### config.mk
export PLATFORM = sky130hd
export DESIGN_NAME = fdma_addr_engine
export DESIGN_NICKNAME = d
export VERILOG_FILES = /design/src/rtl/fdma_pkg.sv /design/src/rtl/fdma_regs.sv /design/src/rtl/fdma_seq.sv /design/src/rtl/fdma_addr_engine.sv
export SDC_FILE = /design/constraint.sdc
export NUM_CORES = 1
export LEC_CHECK = 0
export BUFFER_PORTS_ARGS = -buffer_cell sky130_fd_sc_hd__buf_2
export CORE_MARGIN = 1
export CORE_UTILIZATION = 40
export CTS_CLUSTER_SIZE = 14
export DETAILED_ROUTE_END_ITERATION = 16
export PLACE_DENSITY_LB_ADDON = 0.25
export SLEW_MARGIN = 25
export SYNTH_ARGS = -nofsm -noshare
export SYNTH_HDL_FRONTEND = slang
export SYNTH_SLANG_ARGS = --single-unit
### constraint.sdc
create_clock -name clk -period 6.25 [get_ports clk]
set_input_delay 1.25 -clock clk [delete_from_list [all_inputs] [get_ports clk]]
set_output_delay 1.25 -clock clk [all_outputs]
set_load 0.05 [all_outputs]
### src/rtl/fdma_pkg.sv
package fdma_pkg;
  typedef enum logic [1:0] {
    ST_IDLE = 2'd0,
    ST_CHK  = 2'd1,
    ST_SRC  = 2'd2,
    ST_DST  = 2'd3
  } fdma_state_t;

  localparam logic [7:0] OFS_MHI  = 8'h7C;
  localparam logic [7:0] OFS_CTRL = 8'h80;
  localparam logic [7:0] OFS_FLA  = 8'h84;
  localparam logic [7:0] OFS_MLO  = 8'h88;
  localparam logic [7:0] OFS_LEN  = 8'h8C;

  localparam int CTRL_GO   = 31;
  localparam int CTRL_DIR  = 30;
  localparam int CTRL_DONE = 0;
endpackage

### src/rtl/fdma_regs.sv
module fdma_regs
  import fdma_pkg::*;
#(
  parameter int HI_W  = 8,
  parameter int LEN_W = 25,
  localparam int MEM_W = 32 + HI_W,
  localparam int CNT_W = LEN_W - 1
) (
  input  logic             clk,
  input  logic             rst_n,
  input  logic             reg_we,
  input  logic [7:0]       reg_addr,
  input  logic [31:0]      reg_wdata,
  output logic [31:0]      reg_rdata,
  input  logic             busy,
  input  logic             step,
  input  logic             finish,
  output logic             start,
  output logic             abort,
  output logic             dir,
  output logic             words_zero,
  output logic [MEM_W-1:0] work_addr,
  output logic [31:0]      fla_addr
);
  logic [MEM_W-1:0] work_q, work_d;
  logic [31:0]      fla_q, fla_d;
  logic [LEN_W-1:0] len_q, len_d;
  logic [CNT_W-1:0] rem_q, rem_d;
  logic             dir_q, dir_d;
  logic             done_q, done_d;
  logic             wr_ok, ctrl_wr;
  logic [LEN_W:0]   len_rnd;

  assign wr_ok   = reg_we && !busy;
  assign ctrl_wr = reg_we && (reg_addr == OFS_CTRL);
  assign start   = ctrl_wr && reg_wdata[CTRL_GO] && !busy;
  assign abort   = ctrl_wr && !reg_wdata[CTRL_GO] && busy;
  assign len_rnd = {1'b0, len_q} + (LEN_W+1)'(3);

  always_comb begin
    work_d = work_q;
    fla_d  = fla_q;
    len_d  = len_q;
    rem_d  = rem_q;
    dir_d  = dir_q;
    done_d = done_q;
    if (wr_ok) begin
      case (reg_addr)
        OFS_MHI:  work_d[MEM_W-1:32] = reg_wdata[HI_W-1:0];
        OFS_MLO:  work_d[31:0]       = reg_wdata;
        OFS_FLA:  fla_d              = reg_wdata;
        OFS_LEN:  len_d              = reg_wdata[LEN_W-1:0];
        OFS_CTRL: dir_d              = reg_wdata[CTRL_DIR];
        default: ;
      endcase
    end
    if (start) begin
      work_d[1:0] = 2'b00;
      fla_d[1:0]  = 2'b00;
      rem_d       = len_rnd[LEN_W:2];
      done_d      = 1'b0;
    end
    if (step) begin
      work_d = work_q + MEM_W'(4);
      fla_d  = fla_q + 32'd4;
      rem_d  = rem_q - CNT_W'(1);
    end
    if (finish) done_d = 1'b1;
  end

  always_ff @(posedge clk or negedge rst_n) begin
    if (!rst_n) begin
      work_q <= '0;
      fla_q  <= '0;
      len_q  <= '0;
      rem_q  <= '0;
      dir_q  <= 1'b0;
      done_q <= 1'b0;
    end else begin
      work_q <= work_d;
      fla_q  <= fla_d;
      len_q  <= len_d;
      rem_q  <= rem_d;
      dir_q  <= dir_d;
      done_q <= done_d;
    end
  end

  always_comb begin
    case (reg_addr)
      OFS_MHI:  reg_rdata = 32'(work_q[MEM_W-1:32]);
      OFS_MLO:  reg_rdata = work_q[31:0];
      OFS_FLA:  reg_rdata = fla_q;
      OFS_LEN:  reg_rdata = 32'(len_q);
      OFS_CTRL: reg_rdata = {busy, dir_q, 29'd0, done_q};
      default:  reg_rdata = 32'd0;
    endcase
  end

  assign dir        = dir_q;
  assign words_zero = (rem_q == '0);
  assign work_addr  = work_q;
  assign fla_addr   = fla_q;

  AST_ALIGNED: assert property (@(posedge clk) disable iff (!rst_n)
    busy |-> (work_q[1:0] == 2'b00 && fla_q[1:0] == 2'b00));
  AST_FROZEN: assert property (@(posedge clk) disable iff (!rst_n)
    (busy && !step) |=> $stable(work_q) && $stable(fla_q) && $stable(len_q));
  AST_DONE_IDLE: assert property (@(posedge clk) disable iff (!rst_n)
    done_q |-> !busy);
endmodule

### src/rtl/fdma_seq.sv
module fdma_seq
  import fdma_pkg::*;
#(
  parameter int DATA_W = 32
) (
  input  logic              clk,
  input  logic              rst_n,
  input  logic              start,
  input  logic              abort,
  input  logic              dir,
  input  logic              words_zero,
  input  logic              fl_ack,
  input  logic [DATA_W-1:0] fl_rdata,
  input  logic              mem_ack,
  input  logic [DATA_W-1:0] mem_rdata,
  output logic              busy,
  output logic              step,
  output logic              finish,
  output logic              fl_req,
  output logic              fl_we,
  output logic              mem_req,
  output logic              mem_we,
  output logic [DATA_W-1:0] wdata
);
  fdma_state_t st_q, st_d;
  logic              stop_q, stop_d;
  logic [DATA_W-1:0] buf_q, buf_d;
  logic              src_ack, dst_ack, leave;

  assign src_ack = dir ? mem_ack : fl_ack;
  assign dst_ack = dir ? fl_ack : mem_ack;
  assign leave   = words_zero || stop_q || abort;

  always_comb begin
    st_d   = st_q;
    stop_d = stop_q;
    buf_d  = buf_q;
    if (abort) stop_d = 1'b1;
    case (st_q)
      ST_IDLE: if (start) begin
        st_d   = ST_CHK;
        stop_d = 1'b0;
      end
      ST_CHK: st_d = leave ? ST_IDLE : ST_SRC;
      ST_SRC: if (src_ack) begin
        st_d  = ST_DST;
        buf_d = dir ? mem_rdata : fl_rdata;
      end
      ST_DST: if (dst_ack) st_d = ST_CHK;
      default: st_d = ST_IDLE;
    endcase
  end

  always_ff @(posedge clk or negedge rst_n) begin
    if (!rst_n) begin
      st_q   <= ST_IDLE;
      stop_q <= 1'b0;
      buf_q  <= '0;
    end else begin
      st_q   <= st_d;
      stop_q <= stop_d;
      buf_q  <= buf_d;
    end
  end

  assign busy    = (st_q != ST_IDLE);
  assign step    = (st_q == ST_DST) && dst_ack;
  assign finish  = (st_q == ST_CHK) && words_zero && !stop_q && !abort;
  assign fl_req  = (st_q == ST_SRC && !dir) || (st_q == ST_DST && dir);
  assign fl_we   = (st_q == ST_DST);
  assign mem_req = (st_q == ST_SRC && dir) || (st_q == ST_DST && !dir);
  assign mem_we  = (st_q == ST_DST);
  assign wdata   = buf_q;

  AST_ONE_SIDE: assert property (@(posedge clk) disable iff (!rst_n)
    !(fl_req && mem_req));
  AST_ABORT_ENDS: assert property (@(posedge clk) disable iff (!rst_n)
    (stop_q && st_q == ST_CHK) |=> !busy);
  AST_HOLD_REQ: assert property (@(posedge clk) disable iff (!rst_n)
    (mem_req && !mem_ack) |=> mem_req);
endmodule

### src/rtl/fdma_addr_engine.sv
module fdma_addr_engine
  import fdma_pkg::*;
#(
  parameter int HI_W  = 8,
  parameter int LEN_W = 25,
  parameter logic [32+HI_W-1:0] MEM_BASE = (32+HI_W)'(40'h04_0000_0000)
) (
  input  logic               clk,
  input  logic               rst_n,
  input  logic               reg_we,
  input  logic [7:0]         reg_addr,
  input  logic [31:0]        reg_wdata,
  output logic [31:0]        reg_rdata,
  output logic               fl_req,
  output logic               fl_we,
  output logic [31:0]        fl_addr,
  output logic [31:0]        fl_wdata,
  input  logic [31:0]        fl_rdata,
  input  logic               fl_ack,
  output logic               mem_req,
  output logic               mem_we,
  output logic [32+HI_W-1:0] mem_addr,
  output logic [31:0]        mem_wdata,
  input  logic [31:0]        mem_rdata,
  input  logic               mem_ack
);
  localparam int MEM_W = 32 + HI_W;

  logic             busy, step, finish, start, abort, dir, words_zero;
  logic [MEM_W-1:0] work_addr;
  logic [31:0]      wdata;

  fdma_regs #(.HI_W(HI_W), .LEN_W(LEN_W)) u_regs (
    .clk(clk), .rst_n(rst_n), .reg_we(reg_we), .reg_addr(reg_addr),
    .reg_wdata(reg_wdata), .reg_rdata(reg_rdata), .busy(busy), .step(step),
    .finish(finish), .start(start), .abort(abort), .dir(dir),
    .words_zero(words_zero), .work_addr(work_addr), .fla_addr(fl_addr)
  );

  fdma_seq #(.DATA_W(32)) u_seq (
    .clk(clk), .rst_n(rst_n), .start(start), .abort(abort), .dir(dir),
    .words_zero(words_zero), .fl_ack(fl_ack), .fl_rdata(fl_rdata),
    .mem_ack(mem_ack), .mem_rdata(mem_rdata), .busy(busy), .step(step),
    .finish(finish), .fl_req(fl_req), .fl_we(fl_we), .mem_req(mem_req),
    .mem_we(mem_we), .wdata(wdata)
  );

  assign mem_addr  = work_addr - MEM_BASE;
  assign fl_wdata  = wdata;
  assign mem_wdata = wdata;

  AST_LOCAL_ADDR: assert property (@(posedge clk) disable iff (!rst_n)
    mem_req |-> (mem_addr[1:0] == 2'b00));
endmodule

### Word-level counts from Yosys, hierarchy flattened

Index checks and enable logic that the tools add are counted.

| cells by class | value |
|---|---|
| add/subtract/negate cells | 5 |
| muxes and demuxes | 25 |
| equal/unequal tests | 11 |
| reductions and logical operators | 44 |

Operators by type and width:

| cell | count |
|---|---|
| 2-to-1 mux 32 bit | 5 |
| one-hot mux 32 bit (5 select lines) | 1 |
| 2-to-1 mux 40 bit | 2 |
| 2-to-1 mux 24 bit | 2 |
| adder 40 x 3 -> 40 bit (second input constant) | 1 |
| subtractor 40 x 35 -> 40 bit (second input constant) | 1 |
| adder 32 x 3 -> 32 bit (second input constant) | 1 |
| equality test 8 bit (second input constant) | 4 |
| adder 25 x 2 -> 26 bit (second input constant) | 1 |
| zero test 24 bit | 1 |
| subtractor 24 x 1 -> 24 bit (second input constant) | 1 |
| AND reduction 2 bit | 8 |
| logical AND 1 bit | 14 |
| nonzero test 2 bit | 7 |
| 2-to-1 mux 2 bit | 6 |
| nonzero test 3 bit | 3 |
| equality test 8 x 7 -> 1 bit (second input constant) | 1 |
| 2-to-1 mux 8 bit | 1 |
| one-hot mux 2 bit (4 select lines) | 1 |
| 2-to-1 mux 1 bit | 7 |
| zero test 1 bit | 5 |
| equality test 2 bit (second input constant) | 2 |
| logical OR 1 bit | 4 |
| inequality test 2 x 1 -> 1 bit (second input constant) | 2 |
| other kinds (4) | 4 |

| word-level totals | value |
|---|---|
| register bits after elaboration | 158 |
| word-level logic and storage cells | 97 |
| bits of input ports | 109 |
| output and inout port bits | 172 |

### Longest topological paths before layout

Gate-level depths: netlist of run 1.

| depth | value |
|---|---|
| depth in word-level cells | 7 |
| depth in mapped cells | 10 |
| mapped depth without buffers | 7 |

### Modules after synthesis

A second synthesis of run 1 with hierarchy kept.

| unflattened totals | value |
|---|---|
| cells, all modules | 1161 |
| area total of the unflattened synthesis | 10493.8 um^2 |

Modules (own cells, without submodules):

| module | sequential area each (um^2) | cells an instance | instances | area an instance (um^2) |
|---|---|---|---|---|
| fdma_regs | 3078.0 | 941 | 1 | 8189.1 |
| fdma_seq | 875.8 | 175 | 1 | 1978.1 |
| fdma_addr_engine | 0.0 | 45 | 1 | 326.6 |

### Worst setup path after synthesis of run 1

No wires, ideal clock.

| timing | value |
|---|---|
| path kind | input-to-output |
| from | in reg_addr[5] |
| to | out reg_rdata[0] |
| required time | 5.000 ns |
| stages | 5 |
| slack | 1.914 ns |
| arrival | 3.086 ns |
| buffers on the path | 1 |
| path through | or4b_2 -> nor2_4 -> clkbuf_1 -> a222oi_1 -> o21ai_0 |

| on the way | value |
|---|---|
| word-level cells in the longest chain between the ends | 2 |
| elaborated cells between the ends (all ways) | 6 |
| those cells by class | eq/ne (5); mux (1) |

Ends and longest elaborated chain:

| item | RTL line | RTL |
|---|---|---|
| from (decl) | fdma_addr_engine.sv:11 | `input logic [7:0] reg_addr,` |
| equality test 8 bit / equality test 8 x 7 -> 1 bit (equally long branches) | fdma_regs.sv:90 | `case (reg_addr)` |
| one-hot mux 32 bit (5 select lines) (*) | fdma_regs.sv:90 |  |
| to (decl) | fdma_addr_engine.sv:13 | `output logic [31:0] reg_rdata,` |

Mark *: on every way between the ends. The rest lies on a longest branch, timed or not.

### Worst setup path after layout of run 1

| timing | value |
|---|---|
| from | in reg_addr[5] |
| to | out reg_rdata[5] |

The elaborated chain is that of the path after synthesis.

==> PnR_summary.wiki, run 1 <==
{| class="wikitable"
! Metric !! Value
|-
| Result of the run || completed
|-
| Post-route worst setup slack || approximately 1.5 ns
|-
| Initial detailed-routing violation count || 903
|-
| Total global-route track usage || 0.267
|-
| Global-route wire length before repair || 53,700 um
|-
| Number of detailed-route iterations in the first pass || 5
|-
| R2R setup slack || around 2.9 ns
|-
| Peak clock frequency supported by timing || around 0.21 GHz
|-
| Clock buffers created by TritonCTS || 17
|-
| Vertical die dimension || 161 um
|-
| Critical path required time || 5.00 ns
|-
| Sequential cell area fraction in the yosys report || 0.390
|-
| Core region area || 24,600 sq um
|-
| Final design utilization || 0.482
|-
| Number of buffers inserted by post-CTS setup repair || 0
|-
| Drc violations || 0
|-
| Number of I/O port buffers || 280
|-
| Tcrit/Tclk final || 0.764
|-
| Slew at the pin with the worst max-slew slack || 1.08 ns
|-
| Share of layout cells above drive strength 1 || 0.282
|-
| CTS clock-pin slew for the worst setup and hold paths || about 0.06 ns
|-
| Unrepaired setup endpoints after global routing || no
|-
| CP dominant cell by count || sky130_fd_sc_hd__buf_2
|-
| Mean post-synth cell area || 8.65 sq um
|-
| Full die area || approximately 26,000 sq um
|-
| Mapped Nets || ~1,300
|-
| Routability congestion estimate || 0.887
|-
| Count of final max-slew check failures || 0
|-
| Worst setup path class || primary input to primary output
|-
| Fraction of power consumed by sequential logic || 0.350
|-
| Post-DRT Antenna Nets || 0
|-
| Worst setup slack after placement || about 1.5 ns
|-
| Grt total ovfl || 0
|-
| Yosys warning count || 0
|-
| Growth of design area from synthesis to finish || 16.9%
|-
| Terminus of the critical flop-to-flop path || u_regs.rem_q[18]
|-
| Top area cells in the synthesized netlist || sky130_fd_sc_hd__dfrtp_1, sky130_fd_sc_hd__nand2_1, sky130_fd_sc_hd__buf_4
|-
| Critical path startpoint category || primary input
|-
| Synth cell count leaders || sky130_fd_sc_hd__dfrtp_1, sky130_fd_sc_hd__nand2_1, sky130_fd_sc_hd__nor2_1
|-
| Leakage || 0.00543 uW
|-
| CP Capture Type || primary output
|-
| Max-cap viol count || 0
|-
| Final Critical Period || between 4 and 5 ns
|-
| Count of hold-fix buffers inserted at cts || 0
|-
| Unique cell type count in the Yosys netlist || 71
|-
| Number of antenna diodes || 0
|-
| Number of flops mapped to enable cells by yosys || 0
|-
| Antenna violations before repair || 1
|-
| Filler Cells Inserted || 2,422
|-
| Synth Cell Area || 10,100 sq um
|-
| Clock share of power || 0.214
|-
| Critical Path, Cell by Cell || buf_2, or4b_2, nor2_4, a222oi_1, nand2_1, buf_2
|-
| Library cell with the largest summed area after synthesis || sky130_fd_sc_hd__dfrtp_1
|-
| Min-delay worst type || flip-flop to flip-flop
|-
| Worst slew slack as a fraction of its limit || 0.277
|-
| Number of top-level pins || about 280
|-
| Arrival time of data at the critical path endpoint || between 3 and 4 ns
|-
| Initial standard-cell utilization of the core || 0.412
|-
| Number of vias in the routed layout || 10,052
|-
| Final sum of negative setup slack || 0 ns
|-
| Drt wl/cell || 20.9 um
|-
| Placement Cell Area || 11,200 sq um
|-
| Worst r2r path cells || 7
|-
| Count of mapped cells out of synthesis || 1,173
|-
| Leading cell type by number of instances after synthesis || sky130_fd_sc_hd__dfrtp_1
|-
| Post-CTS resize count || 0
|-
| Placement Rows || 57
|-
| Largest net degree at the start of global routing || 109
|-
| Flip-flop and latch count after synthesis || 158
|-
| Hold Startpoint || u_regs.rem_q[19]
|-
| Startpoint of the worst register-to-register path || u_seq.st_q[0]
|-
| Dominant register cell in the synthesized netlist || sky130_fd_sc_hd__dfrtp_1
|-
| Share of Yosys cell area claimed by the top area cell type || 0.390
|-
| Slowest stage cell, crit path || sky130_fd_sc_hd__or4b_2
|-
| Vias in the first global route || 9,222
|-
| TritonCTS clock tree || yes
|-
| Switching power total || ~2600 uW
|-
| Vias per cell || 5.99
|-
| Source-to-sink clock delay at the later pin of the worst-skew pair || around 0.44 ns
|-
| HPWL after detailed placement || approximately 25,000 um
|-
| PwrDens || 436 nW/um^2
|-
| Switching share of total power || 0.511
|-
| H-tree depth || 4
|-
| Root buffer cell || sky130_fd_sc_hd__clkbuf_16
|-
| Hold Crit Endpoint || u_regs.rem_q[19]
|-
| Nets@finish || roughly 1,500
|-
| Sinks on the clock net || approximately 160
|-
| Worst Skew || 0.0143 ns
|-
| Max VDD drop || 0.368 mV
|-
| Worst Hold Depth || 1
|-
| Share of synthesized flip-flops with an asynchronous set or reset || 1.00
|-
| Final Instance Area || ~12,000 sq um
|-
| Count of endpoints failing hold in the final timing report || 0
|-
| Overall die width || between 150 and 200 um
|-
| Final Routed Wirelength || 35,000 um
|-
| Comb power frac || 0.435
|-
| Cell Int Power || 2530 uW
|-
| Longest individual stage delay on the worst path || 0.77 ns
|-
| Largest fanout on the critical path || 25
|-
| Final setup vio count || 0
|-
| Number of buffers on the longest clock path || 2
|}
kinds of logic after synthesis:
| group | after synthesis | synth area share |
|---|---|---|
| DFF | 158 | 0.390 |
| xor gates and xnor gates | 25 | 0.0216 |
| and+or+nand+nor | 446 | 0.217 |
| buffers and inverters | 166 | 0.0898 |
| muxes | 68 | 0.0708 |
| adders and majority gates | 10 | 0.0123 |
| AOI/OAI and AO/OA | 300 | 0.199 |
flip-flops by register name, summed over array words and instances, names as in the netlist:
signal,flops
u_seq.st_q,2
u_regs.fla_addr,32
u_regs.work_addr,40
u_seq.wdata,32
u_regs.done_q,1
u_regs.rem_q,24
u_seq.stop_q,1
u_regs.dir,1
u_regs.len_q,25
metal layers:
layer | up-vias | wire length (um) | share of wire | global-route usage
met1 | 4822 | 14700 | 0.42 | 0.360
met2 | 503 | 16300 | 0.47 | 0.425
met4 | 0 | 1090 | 0.031 | 0.107
met5 | - | 0 | 0 | 0
li1 | 4652 | - | - | -
met3 | 75 | 2950 | 0.084 | 0.0485
layout by cell type (no fill, tap or decap), types with 17 or more instances in the layout:
master / instances
sky130_fd_sc_hd__buf_2: 279
sky130_fd_sc_hd__dfrtp_1: 157
sky130_fd_sc_hd__nand2_1: 138
sky130_fd_sc_hd__nor2_1: 87
sky130_fd_sc_hd__o21ai_0: 77
sky130_fd_sc_hd__a21oi_1: 64
sky130_fd_sc_hd__nor3_1: 49
sky130_fd_sc_hd__nand3_1: 46
sky130_fd_sc_hd__mux2i_1: 38
sky130_fd_sc_hd__mux2_2: 30
sky130_fd_sc_hd__nand4_1: 28
sky130_fd_sc_hd__inv_1: 26
sky130_fd_sc_hd__a211oi_1: 25
sky130_fd_sc_hd__and3_1: 20
sky130_fd_sc_hd__a311oi_1: 19
sky130_fd_sc_hd__nor4_1: 18
sky130_fd_sc_hd__clkbuf_16: 17
layout make-up:
class                           instances  area (sq um)  share of cell area
Inverter                               26          97.6             0.00823
Sequential cell                       158          3960               0.333
Timing Repair Buffer                  290          1490               0.125
Clock buffer                           18           439              0.0370
Tap cell                              324           405              0.0342
Multi-Input combinational cell        849          5300               0.447
Clock inverter                         14           179              0.0151
worst max-delay path by stage:
stage | startpoint | to | cells after the start
final | reg_addr[5] | reg_rdata[5] | 6
after global routing | reg_addr[5] | reg_rdata[5] | 6
after CTS | reg_addr[5] | reg_rdata[5] | 6
after detailed placement | reg_addr[5] | reg_rdata[5] | 6
after global placement | reg_addr[5] | reg_rdata[4] | 6
after floorplan | reg_addr[5] | reg_rdata[0] | 5
metrics by stage:
stage               cells  total power (uW)  hold slack, ns
finish               1679              5170           0.493
global route         1679              5400           0.540
CTS                  1679              5180           0.494
detailed placement   1647              4070           0.486
global placement     1647              4040           0.471
floorplan            1173              3640           0.449
critical path, delay by kind of cell:
family,cells,cell delay [ns]
buffers and inverters,2,0.39
AO/OA/AOI/OAI,1,0.28
AND/OR/NAND/NOR,3,1.60
power by group through the flow:
stage | clock, uW | sequential (uW) | combinational, uW
global route | 1160 | 1860 | 2370
CTS | 1120 | 1800 | 2260
global placement | 0 | 1810 | 2230
floorplan | 0 | 2240 | 1400
finish | 1110 | 1810 | 2250
detailed placement | 0 | 1810 | 2250
No activity file was read; power rests on OpenSTA's default activity.
==> run 2: changes to the inputs <==
- clock period: 6.25 -> 4.8 ns (I/O delays scaled with it)
==> run 2 against run 1 <==
Worst setup slack lost 0.77 ns. Combinational power grew 30%. Die area is the same. Non-clock buffer count grew 7. Worst hold slack lost 0.0034 ns. Register-to-register slack lost 1.3 ns. Cell area grew 0.54%. Clock-buffer cell count is the same. Via count shrank 0.65%. Critical path depth grew 1. Global-route usage shrank 0.065 points. Routed wire length shrank 1.2%. Critical path type unchanged. Largest power group unchanged. Highest routed layer unchanged.
==> PnR_summary.wiki, run 2 (synthesis gave the netlist of run 1 again) <==
{| class="wikitable"
! Metric !! Value
|-
| Number of buffers inserted by post-CTS setup repair || 0 (unchanged)
|-
| Final Routed Wirelength || 34,600 um (-1.2%)
|-
| Most crowded layer after global routing || met2
|-
| Combined buffer and inverter count along the critical path || 3 (+1)
|-
| Drt wl/cell || 20.5 um (-1.6%)
|-
| Global-route wire length before repair || 54,100 um (+0.62%)
|-
| Count of hold-fix buffers inserted at cts || 0 (unchanged)
|-
| Max FFs per register || 40 (unchanged)
|-
| Cell count along the critical path || 7 (+1)
|-
| Post-DRT Antenna Nets || 0 (unchanged)
|-
| Worst setup slack after placement || 0.722 ns (-0.808 ns)
|-
| Leading cell types in the layout, fill and taps excluded || sky130_fd_sc_hd__buf_2, sky130_fd_sc_hd__dfrtp_1, sky130_fd_sc_hd__nand2_1, sky130_fd_sc_hd__nor2_1, sky130_fd_sc_hd__o21ai_0
|-
| Placement Rows || 57 (unchanged)
|-
| Max VDD drop || 0.511 mV (+39%)
|-
| Switching share of total power || 0.515 (+0.00444)
|-
| Startpoint of the worst register-to-register path || u_seq.st_q[0]
|-
| Final Critical Period || 4.10 ns
|-
| Core region area || 24,600 sq um (unchanged)
|-
| Growth of design area from synthesis to finish || 17.5%
|-
| Initial standard-cell utilization of the core || 0.412 (unchanged)
|-
| Peak clock frequency supported by timing || 0.244 GHz
|-
| Final sum of negative setup slack || 0 ns (unchanged)
|-
| R2R setup slack || 1.63 ns (-1.28 ns)
|-
| Max-cap viol count || 0 (unchanged)
|-
| Number of buffers on the longest clock path || 2 (unchanged)
|-
| Commonest non-fill, non-tap cell in the layout || sky130_fd_sc_hd__buf_2
|-
| Leakage || 0.00547 uW (+0.69%)
|-
| H-tree depth || 4 (unchanged)
|-
| Switching power total || 3440 uW (+30%)
|-
| Met2 demand-to-capacity share in global routing || 0.435 (+0.00960)
|-
| Number of top-level pins || 281 (unchanged)
|-
| Worst setup path class || primary input to primary output
|-
| Slew at the pin with the worst max-slew slack || 0.938 ns (-0.143 ns)
|-
| Unrepaired setup endpoints after global routing || no
|-
| Critical Path, Cell by Cell || buf_2, or4b_2, nor2_4, buf_4, a22oi_1, o21ai_0, buf_2
|-
| Cell Int Power || 3240 uW (+28%)
|-
| Share of layout cells above drive strength 1 || 0.284 (+0.00222)
|-
| Count of final max-slew check failures || 0 (unchanged)
|-
| Largest net degree at the start of global routing || 98 (-10%)
|-
| CTS clock-pin slew for the worst setup and hold paths || 0.06 ns (about the same)
|-
| CP dominant cell by count || sky130_fd_sc_hd__buf_2
|-
| Antenna violations before repair || 1 (unchanged)
|-
| CP Capture Type || primary output
|-
| Slowest stage cell, crit path || sky130_fd_sc_hd__or4b_2
|-
| Drc violations || 0 (unchanged)
|-
| Min-delay worst type || flip-flop to flip-flop
|-
| TritonCTS clock tree || yes
|-
| Full die area || 26,000 sq um (unchanged)
|-
| Capture point of the critical path || reg_rdata[10]
|-
| Final setup vio count || 0 (unchanged)
|-
| Vias in the first global route || 9,467 (+2.7%)
|-
| Number of antenna diodes || 0 (unchanged)
|-
| Largest fanout on the critical path || 16 (-36%)
|-
| CP startpoint || reg_addr[5]
|-
| Comb power frac || 0.437 (+0.002)
|-
| Grt total ovfl || 0 (unchanged)
|-
| PwrDens || 561 nW/um^2 (+29%)
|-
| Vertical die dimension || 161 um (unchanged)
|-
| Tcrit/Tclk final || 0.854
|-
| Worst r2r path cells || 7 (unchanged)
|-
| Vias per cell || 5.92 (-1.1%)
|-
| Number of vias in the routed layout || 9,987 (-0.65%)
|-
| Number of I/O port buffers || 280 (unchanged)
|-
| Post-CTS resize count || 0 (unchanged)
|-
| Hold Startpoint || u_regs.rem_q[14]
|-
| Overall die width || 161 um (unchanged)
|-
| Nets@finish || 1,468 (+0.48%)
|-
| Source-to-sink clock delay at the later pin of the worst-skew pair || 0.43 ns (about the same)
|-
| Worst Skew || 0.0148 ns (+0.000423 ns)
|-
| Root buffer cell || sky130_fd_sc_hd__clkbuf_16
|-
| Critical path required time || 3.84 ns (-1.16 ns)
|-
| Post-route worst setup slack || 0.702 ns (-0.774 ns)
|-
| Total global-route track usage || 0.267 (-0.000646)
|-
| HPWL after detailed placement || 25,500 um (+1.0%)
|-
| Cell family with the largest share of critical-path delay || simple AND/OR/NAND/NOR gates
|-
| Sinks on the clock net || 158 (unchanged)
|-
| Critical path startpoint category || primary input
|-
| Initial detailed-routing violation count || 935 (+3.5%)
|-
| Number of detailed-route iterations in the first pass || 5 (unchanged)
|-
| Clock buffers created by TritonCTS || 17 (unchanged)
|-
| Worst slew slack as a fraction of its limit || 0.375 (+0.0973)
|-
| Fraction of power consumed by sequential logic || 0.352 (+0.002)
|-
| Longest individual stage delay on the worst path || 0.76 ns (about the same)
|-
| Terminus of the critical flop-to-flop path || u_regs.work_addr[20]
|-
| Routability congestion estimate || 0.851 (-4.1%)
|-
| Met1 track demand over resource || 0.355 (-0.00446)
|-
| Result of the run || completed
|-
| Count of endpoints failing hold in the final timing report || 0 (unchanged)
|-
| Clock share of power || 0.211 (-0.003)
|-
| Arrival time of data at the critical path endpoint || 3.14 ns (-0.38 ns)
|-
| M3 GR Usage || 0.0603 (+0.0118)
|}
==> run 2: area by class of cell <==
type / instances / area [sq um]
inverters: 26 / 97.6
clock buffers: 18 / 429
repair buffers: 297 / 1570
well taps: 324 / 405
fillers: 2371 / 12700
flip-flops and latches: 158 / 3960
multi-input cells: 849 / 5300
clock inverters: 14 / 173
==> run 2: metal layers <==
metal / part of all wire / vias up
met4: 0.020 / 0
met1: 0.42 / 4795
li1: - / 4648
met2: 0.48 / 487
met3: 0.086 / 57
met5: 0 / -
==> run 2: worst reg2reg max path, cell delays in order, from the launching register on <==
cell                       delay [ns]
sky130_fd_sc_hd__dfrtp_1         0.43
sky130_fd_sc_hd__inv_1           0.11
sky130_fd_sc_hd__ha_1            0.30
sky130_fd_sc_hd__and2_1          0.61
sky130_fd_sc_hd__nand4_1         0.56
sky130_fd_sc_hd__nand2_1         0.69
sky130_fd_sc_hd__a21oi_1         0.15
sky130_fd_sc_hd__a211oi_1        0.24
==> run 2: stage by stage <==
stage,instance area [sq um],std cells,util,hold slack (ns),total power [uW]
floorplan,10100,1173,-,0.449,4740
global placement,11300,1653,0.459,0.472,5270
detailed placement,11300,1653,0.459,0.479,5300
CTS,11900,1685,0.483,0.494,6700
global route,11900,1686,0.485,0.520,7010
finish,11900,1686,0.485,0.490,6690
==> run 2: worst min path at each step <==
| stage | end | cells past startpoint |
|---|---|---|
| 3_5_place_dp | u_regs.done_q | 2 |
| 2_1_floorplan | u_regs.done_q | 2 |
| 4_1_cts | u_regs.rem_q[14] | 1 |
| 5_1_grt | u_regs.rem_q[18] | 1 |
| 3_3_place_gp | u_regs.rem_q[19] | 1 |
| 6_report | u_regs.rem_q[14] | 1 |
==> run 2: power groups by stage <==
stage	registers (uW)	clock network [uW]	logic [uW]
after floorplan	2920	0	1820
after global placement	2350	0	2910
after detailed placement	2360	0	2930
after CTS	2340	1430	2940
after global routing	2420	1490	3100
final	2350	1410	2930
==> run 3: changes to the inputs <==
- CAP_MARGIN: unset -> 20
- MAX_ROUTING_LAYER: unset -> met4
==> run 3 against run 2 <==
Clock-buffer cell count did not move. Final cell count barely moved. Critical endpoint unchanged. Sequential share of layout area barely moved. Non-clock buffer count did not move. First-iteration DRC count rose by 2.0%. Highest routed layer unchanged. Largest cell class unchanged. Sequential power barely moved.
==> PnR_summary.wiki, run 3 (synthesis gave the netlist of run 1 again) <==
{| class="wikitable"
! Metric !! Value
|-
| PwrDens || 561 nW/um^2 (about the same)
|-
| Cell count along the critical path || 7 (unchanged)
|-
| Overall die width || 161 um (unchanged)
|-
| Worst setup path class || primary input to primary output
|-
| Share of layout cells above drive strength 1 || 0.284 (unchanged)
|-
| Number of buffers on the longest clock path || 2 (unchanged)
|-
| Growth of design area from synthesis to finish || 17.5% (about the same)
|-
| Count of hold-fix buffers inserted at cts || 0 (unchanged)
|-
| Number of detailed-route iterations in the first pass || 5 (unchanged)
|-
| Critical path startpoint category || primary input
|-
| Vias per cell || 5.95 (+0.42%)
|-
| Filler Cells Inserted || 2,372 (+0.042%)
|-
| Critical path required time || 3.84 ns (about the same)
|-
| Number of vias in the routed layout || 10,035 (+0.48%)
|-
| Terminus of the critical flop-to-flop path || u_regs.work_addr[20]
|-
| Number of I/O port buffers || 280 (unchanged)
|-
| Post-DRT Antenna Nets || 0 (unchanged)
|-
| TritonCTS clock tree || yes
|-
| Initial standard-cell utilization of the core || 0.412 (unchanged)
|-
| CP startpoint || reg_addr[5]
|-
| Source-to-sink clock delay at the later pin of the worst-skew pair || 0.43 ns (about the same)
|-
| Full die area || 26,000 sq um (unchanged)
|-
| Placement Rows || 57 (unchanged)
|-
| Slowest stage cell, crit path || sky130_fd_sc_hd__or4b_2
|-
| Longest individual stage delay on the worst path || 0.76 ns (about the same)
|-
| Largest net degree at the start of global routing || 98 (unchanged)
|-
| Leakage || 0.00547 uW (unchanged)
|-
| Combined buffer and inverter count along the critical path || 3 (unchanged)
|-
| CTS clock-pin slew for the worst setup and hold paths || 0.07 ns (about the same)
|-
| Vertical die dimension || 161 um (unchanged)
|-
| Startpoint of the worst register-to-register path || u_seq.st_q[0]
|-
| Final sum of negative setup slack || 0 ns (unchanged)
|-
| Routability congestion estimate || 0.864 (+1.6%)
|-
| Capture point of the critical path || reg_rdata[10]
|-
| Number of buffers inserted by post-CTS setup repair || 0 (unchanged)
|-
| Sinks on the clock net || 158 (unchanged)
|-
| Antenna violations before repair || 1 (unchanged)
|-
| Worst Skew || 0.0142 ns (-0.000547 ns)
|-
| Tcrit/Tclk final || 0.854 (about the same)
|-
| Post-CTS resize count || 0 (unchanged)
|-
| Peak clock frequency supported by timing || 0.244 GHz (about the same)
|-
| Clock buffers created by TritonCTS || 17 (unchanged)
|-
| Initial detailed-routing violation count || 954 (+2.0%)
|-
| Drt wl/cell || 20.6 um (+0.11%)
|-
| Cell family with the largest share of critical-path delay || simple AND/OR/NAND/NOR gates
|-
| Final design utilization || 0.485 (about the same)
|-
| Worst r2r path cells || 7 (unchanged)
|-
| CP dominant cell by count || sky130_fd_sc_hd__buf_2
|-
| HPWL after detailed placement || 25,500 um (unchanged)
|-
| Core region area || 24,600 sq um (unchanged)
|-
| Largest fanout on the critical path || 16 (unchanged)
|-
| Drc violations || 0 (unchanged)
|-
| Nets@finish || 1,468 (unchanged)
|-
| Worst slew slack as a fraction of its limit || 0.369 (-0.00618)
|-
| Combined flip-flop and latch cell area || 3960 sq um (unchanged)
|-
| Count of final max-slew check failures || 0 (unchanged)
|-
| Final setup vio count || 0 (unchanged)
|-
| Grt total ovfl || 0 (unchanged)
|-
| Vias in the first global route || 9,477 (+0.11%)
|-
| R2R setup slack || 1.65 ns (+0.02 ns)
|-
| Critical Path, Cell by Cell || buf_2, or4b_2, nor2_4, buf_4, a22oi_1, o21ai_0, buf_2
|-
| Max-cap viol count || 0 (unchanged)
|-
| Global-route wire length before repair || 54,100 um (about the same)
|-
| Number of top-level pins || 281 (unchanged)
|-
| Final Critical Period || 4.10 ns (+0.000625 ns)
|-
| Commonest non-fill, non-tap cell in the layout || sky130_fd_sc_hd__buf_2
|-
| Root buffer cell || sky130_fd_sc_hd__clkbuf_16
|-
| Unrepaired setup endpoints after global routing || no
|-
| Area occupied by multi-input gates || 5300 sq um (unchanged)
|-
| Final Routed Wirelength || 34,700 um (+0.17%)
|-
| Max FFs per register || 40 (unchanged)
|-
| CP Capture Type || primary output
|-
| Leading cell types in the layout, fill and taps excluded || sky130_fd_sc_hd__buf_2, sky130_fd_sc_hd__dfrtp_1, sky130_fd_sc_hd__nand2_1, sky130_fd_sc_hd__nor2_1, sky130_fd_sc_hd__o21ai_0
|-
| Total global-route track usage || 0.275 (+0.00802)
|-
| Slew at the pin with the worst max-slew slack || 0.947 ns (+0.00927 ns)
|-
| Arrival time of data at the critical path endpoint || 3.14 ns (about the same)
|-
| Min-delay worst type || flip-flop to flip-flop
|-
| Max VDD drop || 0.511 mV (about the same)
|-
| Result of the run || completed
|-
| Count of endpoints failing hold in the final timing report || 0 (unchanged)
|-
| H-tree depth || 4 (unchanged)
|}
run 3: cell count changes in the layout (fill, tap and decap cells not counted):
cell,delta
sky130_fd_sc_hd__diode_2,+1
run 3: through the flow:
step	worst slack (ns)	power, uW	cells	area, sq um	hold WS (ns)
after floorplan	1.04	4740	1173	10100	0.449
after global placement	0.741	5270	1653	11300	0.472
after detailed placement	0.722	5300	1653	11300	0.479
after CTS	0.718	6700	1685	11900	0.494
after global routing	0.606	7010	1687	11900	0.520
final	0.701	6690	1687	11900	0.491
run 3: worst register-to-register path: cells and delay by family, from the launching register on:
kind                       cells  cell delay, ns
and+or+nand+nor                3            1.85
DFF                            1            0.43
adders and majority gates      1            0.30
buffers and inverters          1            0.11
AOI/OAI and AO/OA              2            0.38
run 3: cell type report:
cell class,count,share of cell area
inverter,26,0.00818
antenna,1,0.000210
tap,324,0.0340
sequential,158,0.332
clock inverter,14,0.0145
timing repair buffer,297,0.131
clock buffer,18,0.0360
multi-input combinational,849,0.444
run 3: power by group:
| part | switching [uW] | internal [uW] |
|---|---|---|
| sequential | 607 | 1750 |
| clock | 625 | 789 |
| combinational | 2220 | 708 |
run 3: how the worst min path moves through the flow:
| stage | from | to | slack (ns) | depth (start not counted) |
|---|---|---|---|---|
| after floorplan | u_regs.done_q | u_regs.done_q | 0.45 | 2 |
| after global placement | u_regs.rem_q[19] | u_regs.rem_q[19] | 0.47 | 1 |
| after detailed placement | u_regs.done_q | u_regs.done_q | 0.48 | 2 |
| after CTS | u_regs.rem_q[14] | u_regs.rem_q[14] | 0.49 | 1 |
| after global routing | u_regs.rem_q[18] | u_regs.rem_q[18] | 0.52 | 1 |
| final | u_regs.rem_q[19] | u_regs.rem_q[19] | 0.49 | 1 |
run 3: routing by layer:
layer | track usage | part of all wire
met1 | 0.354 | 0.42
met2 | 0.439 | 0.48
met3 | 0.0565 | 0.087
met4 | 0.0712 | 0.017
met5 | - | 0
